--- config.mk ---
export PLATFORM = sky130hd
export DESIGN_NAME = flash_keylock
export DESIGN_NICKNAME = d
export VERILOG_FILES = /design/src/rtl/flash_keylock_pkg.sv /design/src/rtl/kl_keyseq.sv /design/src/rtl/kl_pulser.sv /design/src/rtl/kl_regif.sv /design/src/rtl/flash_keylock.sv
export SDC_FILE = /design/constraint.sdc
export NUM_CORES = 1
export LEC_CHECK = 0
export ABC_AREA = 1
export BUFFER_PORTS_ARGS = -buffer_cell sky130_fd_sc_hd__clkbuf_2
export CORE_ASPECT_RATIO = 0.5
export CORE_MARGIN = 2
export CORE_UTILIZATION = 40
export DETAILED_ROUTE_END_ITERATION = 10
export GPL_ROUTABILITY_DRIVEN = 0
export PLACE_DENSITY_LB_ADDON = 0.3
export SYNTH_ARGS = -nofsm -noshare
export SYNTH_HDL_FRONTEND = slang
export SYNTH_SLANG_ARGS = --single-unit
--- constraint.sdc ---
create_clock -name clk -period 1.2 [get_ports clk]
set_input_delay 0.24 -clock clk [delete_from_list [all_inputs] [get_ports clk]]
set_output_delay 0.24 -clock clk [all_outputs]
set_load 0.005 [all_outputs]
--- src/rtl/flash_keylock_pkg.sv ---
// Shared constants for the flash control key-lock unit.
// Assumes a 32-bit register port with word-indexed addresses.
package flash_keylock_pkg;

    localparam int unsigned KL_ADDR_CTRL = 0;
    localparam int unsigned KL_ADDR_MKEY = 1;
    localparam int unsigned KL_ADDR_OKEY = 2;

    localparam int unsigned KL_BIT_MLOCK  = 31;
    localparam int unsigned KL_BIT_OLOCK  = 30;
    localparam int unsigned KL_BIT_RELOAD = 27;

    localparam int unsigned KL_DOMAINS = 2;  // 0: main, 1: option

    localparam logic [31:0] KL_KEY_FIRST  [KL_DOMAINS] = '{32'h4567_0123, 32'h0819_2A3B};
    localparam logic [31:0] KL_KEY_SECOND [KL_DOMAINS] = '{32'hCDEF_89AB, 32'h4C5D_6E7F};

    typedef enum logic [1:0] {
        SEQ_IDLE = 2'd0,
        SEQ_HALF = 2'd1,
        SEQ_OPEN = 2'd2
    } kl_seq_e;

endpackage

--- src/rtl/kl_keyseq.sv ---
// Two-key unlock sequencer for one lock domain.
// Opens after KEY_A then KEY_B with no other access between them; any
// misordered or wrong key sets a sticky fault that blocks reopening
// until reset. Assumes relock and key writes never share a cycle.
module kl_keyseq
    import flash_keylock_pkg::*;
#(
    parameter logic [31:0] KEY_A = 32'h0,
    parameter logic [31:0] KEY_B = 32'h1
) (
    input  logic        clk,
    input  logic        rst_n,
    input  logic        key_wr_i,
    input  logic [31:0] key_i,
    input  logic        gate_i,
    input  logic        abort_i,
    input  logic        relock_i,
    output logic        open_o,
    output logic        err_o
);

    kl_seq_e st_q, st_d;
    logic    hard_q, hard_d;

    // Next-state and error decision for the current key write.
    always_comb begin
        st_d   = st_q;
        hard_d = hard_q;
        err_o  = 1'b0;
        if (key_wr_i) begin
            if (!gate_i || hard_q) begin
                err_o = 1'b1;
            end else begin
                case (st_q)
                    SEQ_IDLE: begin
                        if (key_i == KEY_A) begin
                            st_d = SEQ_HALF;
                        end else begin
                            hard_d = 1'b1;
                            err_o  = 1'b1;
                        end
                    end
                    SEQ_HALF: begin
                        if (key_i == KEY_B) begin
                            st_d = SEQ_OPEN;
                        end else begin
                            st_d   = SEQ_IDLE;
                            hard_d = 1'b1;
                            err_o  = 1'b1;
                        end
                    end
                    default: begin
                        hard_d = 1'b1;
                        err_o  = 1'b1;
                    end
                endcase
            end
        end else if (relock_i) begin
            st_d = SEQ_IDLE;
        end else if (abort_i && st_q == SEQ_HALF) begin
            st_d = SEQ_IDLE;
        end
    end

    // State and sticky fault registers.
    always_ff @(posedge clk) begin
        if (!rst_n) begin
            st_q   <= SEQ_IDLE;
            hard_q <= 1'b0;
        end else begin
            st_q   <= st_d;
            hard_q <= hard_d;
        end
    end

    assign open_o = (st_q == SEQ_OPEN);

    // the fault flag never clears outside reset
    p_hard_sticky_r4: assert property (@(posedge clk) disable iff (!rst_n)
        hard_q |=> hard_q);

    // a faulted, closed lock stays closed
    p_hard_blocks_open_r4: assert property (@(posedge clk) disable iff (!rst_n)
        (hard_q && !open_o) |=> !open_o);

    // opening only follows an accepted second key
    p_open_after_second_key_r2: assert property (@(posedge clk) disable iff (!rst_n)
        $rose(open_o) |-> $past(key_wr_i && gate_i && key_i == KEY_B));

endmodule

--- src/rtl/kl_pulser.sv ---
// Fixed-length pulse generator for the option-reload reset.
// A trigger while a pulse is running is ignored.
module kl_pulser #(
    parameter int unsigned LEN = 4
) (
    input  logic clk,
    input  logic rst_n,
    input  logic fire_i,
    output logic pulse_o
);

    localparam int unsigned CW = $clog2(LEN + 1);

    logic [CW-1:0] cnt_q;

    // Load on trigger, count down while the pulse runs.
    always_ff @(posedge clk) begin
        if (!rst_n) begin
            cnt_q <= '0;
        end else if (fire_i && cnt_q == '0) begin
            cnt_q <= CW'(LEN);
        end else if (cnt_q != '0) begin
            cnt_q <= cnt_q - 1'b1;
        end
    end

    assign pulse_o = (cnt_q != '0);

    // the counter never exceeds the pulse length
    p_len_bound_r9: assert property (@(posedge clk) disable iff (!rst_n)
        cnt_q <= CW'(LEN));

endmodule

--- src/rtl/kl_regif.sv ---
// Register front end: decodes accesses, steers key writes to the
// sequencers, applies lock, reload and general-field writes, and
// returns a registered response one cycle after each request.
module kl_regif
    import flash_keylock_pkg::*;
#(
    parameter int unsigned ADDR_W = 4,
    parameter int unsigned CTRL_W = 16
) (
    input  logic              clk,
    input  logic              rst_n,
    input  logic              req_valid,
    input  logic              req_write,
    input  logic [ADDR_W-1:0] req_addr,
    input  logic [31:0]       req_wdata,
    input  logic              main_open_i,
    input  logic              opt_open_i,
    input  logic              main_err_i,
    input  logic              opt_err_i,
    output logic              main_kw_o,
    output logic              opt_kw_o,
    output logic              main_abort_o,
    output logic              opt_abort_o,
    output logic              main_relock_o,
    output logic              opt_relock_o,
    output logic              reload_fire_o,
    output logic [CTRL_W-1:0] ctrl_o,
    output logic              rsp_valid_o,
    output logic              rsp_err_o,
    output logic [31:0]       rsp_rdata_o
);

    logic              hit_ctrl, hit_mkey, hit_okey, hit_none;
    logic              ctrl_wr, lock_any, gen_upd;
    logic              err_d;
    logic [31:0]       rd_d, ctrl_view;
    logic [CTRL_W-1:0] gen_q;
    logic              unused_wdata;

    assign unused_wdata = ^req_wdata;

    // Address decode and write classification.
    always_comb begin
        hit_ctrl = req_valid && (req_addr == ADDR_W'(KL_ADDR_CTRL));
        hit_mkey = req_valid && (req_addr == ADDR_W'(KL_ADDR_MKEY));
        hit_okey = req_valid && (req_addr == ADDR_W'(KL_ADDR_OKEY));
        hit_none = req_valid && !hit_ctrl && !hit_mkey && !hit_okey;
        ctrl_wr  = hit_ctrl && req_write;
        lock_any = ctrl_wr && (req_wdata[KL_BIT_MLOCK] || req_wdata[KL_BIT_OLOCK]);
        gen_upd  = ctrl_wr && main_open_i && !lock_any;
    end

    assign main_kw_o     = hit_mkey && req_write;
    assign opt_kw_o      = hit_okey && req_write;
    assign main_abort_o  = req_valid && !main_kw_o;
    assign opt_abort_o   = req_valid && !opt_kw_o;
    assign main_relock_o = ctrl_wr && req_wdata[KL_BIT_MLOCK];
    assign opt_relock_o  = ctrl_wr && (req_wdata[KL_BIT_MLOCK] || req_wdata[KL_BIT_OLOCK]);
    assign reload_fire_o = ctrl_wr && main_open_i && opt_open_i && !lock_any
                           && req_wdata[KL_BIT_RELOAD];

    // Control register as seen by a read.
    always_comb begin
        ctrl_view               = '0;
        ctrl_view[KL_BIT_MLOCK] = !main_open_i;
        ctrl_view[KL_BIT_OLOCK] = !opt_open_i;
        ctrl_view[CTRL_W-1:0]   = gen_q;
    end

    // Response data and error selection.
    always_comb begin
        rd_d  = '0;
        err_d = 1'b0;
        if (hit_none) begin
            err_d = 1'b1;
        end else if (main_kw_o) begin
            err_d = main_err_i;
        end else if (opt_kw_o) begin
            err_d = opt_err_i;
        end else if (hit_ctrl && !req_write) begin
            rd_d = ctrl_view;
        end
    end

    // General control field storage.
    always_ff @(posedge clk) begin
        if (!rst_n) begin
            gen_q <= '0;
        end else if (gen_upd) begin
            gen_q <= req_wdata[CTRL_W-1:0];
        end
    end

    // Registered response.
    always_ff @(posedge clk) begin
        if (!rst_n) begin
            rsp_valid_o <= 1'b0;
            rsp_err_o   <= 1'b0;
            rsp_rdata_o <= '0;
        end else begin
            rsp_valid_o <= req_valid;
            rsp_err_o   <= req_valid && err_d;
            rsp_rdata_o <= req_valid ? rd_d : '0;
        end
    end

    assign ctrl_o = gen_q;

    // control writes while the main lock is closed leave the field alone
    p_locked_discard_r7: assert property (@(posedge clk) disable iff (!rst_n)
        (ctrl_wr && !main_open_i) |=> $stable(gen_q));

    // a lock-bit write never loads the general field
    p_lock_keeps_field_r10: assert property (@(posedge clk) disable iff (!rst_n)
        lock_any |=> $stable(gen_q));

endmodule

--- src/rtl/flash_keylock.sv ---
// Top of the flash control key-lock unit: one register front end, one
// two-key sequencer per lock domain, and the reload pulse generator.
// The option domain only accepts keys while the main domain is open.
module flash_keylock
    import flash_keylock_pkg::*;
#(
    parameter int unsigned ADDR_W     = 4,
    parameter int unsigned CTRL_W     = 16,
    parameter int unsigned RELOAD_LEN = 4
) (
    input  logic              clk,
    input  logic              rst_n,
    input  logic              req_valid,
    input  logic              req_write,
    input  logic [ADDR_W-1:0] req_addr,
    input  logic [31:0]       req_wdata,
    output logic              rsp_valid,
    output logic              rsp_err,
    output logic [31:0]       rsp_rdata,
    output logic              main_locked,
    output logic              opt_locked,
    output logic [CTRL_W-1:0] ctrl_bits,
    output logic              reload_rst
);

    logic [KL_DOMAINS-1:0] kw, abort, relock, gate, open, err;
    logic                  reload_fire;

    assign gate[0] = 1'b1;
    assign gate[1] = open[0];

    kl_regif #(
        .ADDR_W (ADDR_W),
        .CTRL_W (CTRL_W)
    ) u_regif (
        .clk           (clk),
        .rst_n         (rst_n),
        .req_valid     (req_valid),
        .req_write     (req_write),
        .req_addr      (req_addr),
        .req_wdata     (req_wdata),
        .main_open_i   (open[0]),
        .opt_open_i    (open[1]),
        .main_err_i    (err[0]),
        .opt_err_i     (err[1]),
        .main_kw_o     (kw[0]),
        .opt_kw_o      (kw[1]),
        .main_abort_o  (abort[0]),
        .opt_abort_o   (abort[1]),
        .main_relock_o (relock[0]),
        .opt_relock_o  (relock[1]),
        .reload_fire_o (reload_fire),
        .ctrl_o        (ctrl_bits),
        .rsp_valid_o   (rsp_valid),
        .rsp_err_o     (rsp_err),
        .rsp_rdata_o   (rsp_rdata)
    );

    for (genvar d = 0; d < KL_DOMAINS; d++) begin : g_dom
        kl_keyseq #(
            .KEY_A (KL_KEY_FIRST[d]),
            .KEY_B (KL_KEY_SECOND[d])
        ) u_seq (
            .clk      (clk),
            .rst_n    (rst_n),
            .key_wr_i (kw[d]),
            .key_i    (req_wdata),
            .gate_i   (gate[d]),
            .abort_i  (abort[d]),
            .relock_i (relock[d]),
            .open_o   (open[d]),
            .err_o    (err[d])
        );
    end

    kl_pulser #(
        .LEN (RELOAD_LEN)
    ) u_pulse (
        .clk     (clk),
        .rst_n   (rst_n),
        .fire_i  (reload_fire),
        .pulse_o (reload_rst)
    );

    assign main_locked = !open[0];
    assign opt_locked  = !open[1];

    // the option lock is never open while the main lock is closed
    p_opt_needs_main_r3: assert property (@(posedge clk) disable iff (!rst_n)
        !opt_locked |-> !main_locked);

    // a reload pulse starts only after both locks were open
    p_reload_needs_both_r9: assert property (@(posedge clk) disable iff (!rst_n)
        $rose(reload_rst) |-> $past(!main_locked && !opt_locked));

    // a write carrying a lock bit never starts a reload pulse
    p_lock_beats_reload_r10: assert property (@(posedge clk) disable iff (!rst_n)
        (req_valid && req_write && req_addr == ADDR_W'(KL_ADDR_CTRL)
         && (req_wdata[KL_BIT_MLOCK] || req_wdata[KL_BIT_OLOCK]) && !reload_rst)
        |=> !reload_rst);

endmodule

==> results by group <==
Power and ir drop
  – Combinational share of power: 24.9%
  – Final Total Pwr: ~4000 µW
  – Pwr dens: 1099 nW/µm²
  – Switch Pwr: 1122 µW
  – Flop pwr share: roughly two fifths
  – Sw frac: between 20 and 30%
  – Leak: 0.001768 µW
  – VDD IR max: between 700 and 800 µV
  – Clk network pwr share: 34.8%
  – Pint: 2857 µW

Timing
  – Final clock skew: 5.550 ps
  – # setup viols final: 26
  – Final Max Slew Viols: 0
  – Minimum clock period: approximately 1400 ps
  – Final Cycle Share: 116.7%
  – Fmax: 714.0 MHz
  – Hold Vio Cnt, Final: 0
  – Setup ws final: -200.6 ps
  – RSZ-0062 raised after global routing: yes

Flow run
  – Max-cap viol count: 0

Die
  – Die width: 111.1 µm
  – Die area: 6389 µm²
  – I/O Pins: 93
  – FP Rows: 19
  – Initial Utilization: 41.56%
  – Core area: 5515 µm²
  – Die H: 57.53 µm

Global routing
  – First-pass GRT wire length: 10250 µm
  – Gr usage total: 20.24%
  – Largest net degree at the start of global routing: 19
  – Initial antenna violation count: 0
  – Vias in the first global route: between 2k and 2.5k
  – Total grt overflow: 0

Drt
  – Vias: 2605
  – DRT Pass-1 Iters: 4
  – WL/cell: ~12 µm
  – Routed WL: 6762 µm
  – DRC: 0
  – DRT antenna net count: 0
  – Vias per Instance: 4.586
  – Drt first-iter violations: 144

Clock network
  – Reg clk slew, reported paths: ~60 ps
  – Cts bufs inserted: 5
  – Clock sinks: 45
  – H-tree Lvls: 2
  – Clk Latency, worst-skew pair: ~290 ps
  – CTS tree: built
  – Max clock buf depth: 2
  – Root buf cell: clkbuf_16

Finish
  – Area growth, synth to finish: 57.91%
  – Final core utilization: between 60% and 70%
  – Filler instances: 496
  – Finished Cell Area: approximately 3600 µm²
  – Nets: 537
  – # diodes: 0
  – Share of cells above drive strength 1: 42.42%

Synth
  – Seq/Total Area, Yosys: 39.30%
  – Commonest cells post-synth: 73 x nand2_1, 66 x inv_1, 66 x nor2_1
  – Synth area leaders: dfxtp_1 39%, nand2_1 12%, inv_1 11%, nor2_1 11%, a21oi_1 5.5%
  – Cell Area, Synth: 2292 µm²
  – Ys Warns: 0
  – Synth Register Bits: 45
  – Top-count cell post-synth: nand2_1
  – Dominant cell type by area after synthesis: dfxtp_1
  – Yosys top cell area share: 39.30%
  – Most used DFF post-synth: dfxtp_1
  – Synth cell types: 25
  – Syn Inst Count: 355
  – Count of flip-flops with a built-in enable after synthesis: 0
  – Post-Syn Area per Cell: 6.457 µm²
  – Asr flop ratio synth: 0%

Min path
  – Hold path start: req_wdata[0]
  – Min-Delay Path Class: in -> reg

Critical path
  – Launch point of the worst path: g_dom[0].u_seq.st_q[1]
  – Crit end category: register
  – Critical path type: reg -> reg
  – CP Launch Type: register
  – Max FO, Critical Path: 3
  – Required @ worst endpoint: ~1400 ps
  – Worst EP arrival: around 1600 ps
  – Flop2flop setup slack: -200 ps
  – Worst flop-to-flop path startpoint: g_dom[0].u_seq.st_q[1]

Status
  – Status: complete, but fails checks
  – Violated checks: negative setup slack

Placed design
  – Post-DP HPWL: 4648 µm
  – Post-DP Area: 3112 µm²
  – Number of port buffers: 78
worst max-delay path, cell delays in order, from the launching register on:
cell and delay (ps):
dfxtp_2 350, inv_4 50, nor2_4 120, inv_4 60
buf_4 140, nor2_4 80, inv_2 60, nor2_4 110
nand2_1 90, nand4_1 130, a21oi_2 80
power groups by stage:
| stage | sequential, µW | clock, µW | combinational (µW) |
|---|---|---|---|
| 2_1_floorplan | 1610 | 0 | 395 |
| 3_3_place_gp | 1610 | 0 | 677 |
| 3_5_place_dp | 1610 | 0 | 694 |
| 4_1_cts | 1600 | 1390 | 882 |
| 5_1_grt | 1610 | 1480 | 1110 |
| 6_report | 1600 | 1390 | 990 |
per-stage QoR:
stage / instances / hold slack (ps) / TNS, ps / setup WS, ps
finish: 568 / 231.5 / -2111 / -200.6
global placement: 551 / 433.9 / -6427 / -278.8
floorplan: 368 / 337.6 / -611.0 / -53.54
detailed placement: 551 / 441.4 / -7337 / -353.2
global route: 568 / 250.7 / -4716 / -264.2
CTS: 568 / 258.8 / -745.6 / -125.5
metal layers:
layer	track usage [%]	vias up	routed length, µm
li1	-	1337	-
met1	27.25	1176	3083
met2	33.74	81	3135
met3	4.357	11	424
met4	5.291	0	119
met5	0	-	0
sequential cells by signal, summed over array words and instances (netlist names):
| signal | count |
|---|---|
| g_dom.u_seq.hard_q | 2 |
| g_dom.u_seq.st_q | 4 |
| u_pulse.cnt_q | 3 |
| u_regif.rsp_valid_o | 1 |
| u_regif.rsp_rdata_o | 18 |
| u_regif.rsp_err_o | 1 |
| u_regif.ctrl_o | 16 |
cells by family (layout without fill, tap and decap cells):
logic type      count (synthesis)  count (layout)  synth area share (%)
other cells                     1              14                0.1636
simple gates                  176             176                 32.81
compound gates                 44              44                 9.716
buf+inv                        87             214                 16.92
fa+ha+maj                       2               2                 1.092
flops                          45              45                 39.30
worst paths after layout:
check / endpoint / cells past startpoint
hold reg to reg: u_regif.rsp_rdata_o[8] / 2
hold / removal: u_regif.ctrl_o[0] / 3
setup / recovery: g_dom[1].u_seq.st_q[0] / 10
setup reg to reg: g_dom[1].u_seq.st_q[0] / 10
cells in the final DEF (no fill, tap or decap), drive strengths merged, types with 2 or more instances in the layout:
| master | netlist | routed |
|---|---|---|
| ha | 2 | 2 |
| nand3 | 14 | 14 |
| inv | 68 | 68 |
| nor3 | 10 | 10 |
| nand4 | 8 | 8 |
| nand2 | 74 | 74 |
| or2 | 2 | 2 |
| o21ai | 18 | 18 |
| buf | 16 | 63 |
| clkbuf | 3 | 82 |
| conb | 1 | 14 |
| nor2 | 66 | 66 |
| dfxtp | 45 | 45 |
| a21oi | 25 | 25 |
final cells by class:
cell class                 count  area [µm²]  share of cell area, %
multi-input combinational    236        1271                  35.12
tap                           73       91.34                  2.523
clock inverter                 1       7.507                 0.2074
inverter                      68       267.8                  7.397
timing repair buffer         139       932.1                  25.75
sequential                    45       910.9                  25.16
clock buffer                   6       138.9                  3.837
timing repair:
action | 4_1_cts | 5_1_grt
pin swaps | 14 | 23
endpoints found under the hold margin | 0 | 0
gates resized for setup | 38 | 57
endpoints found under the setup margin | 28 | 29
gates cloned | 2 | 0
setup buffers | 8 | 4
hold buffers | 0 | 0
Note: power is estimated with default switching activity, not from simulation.
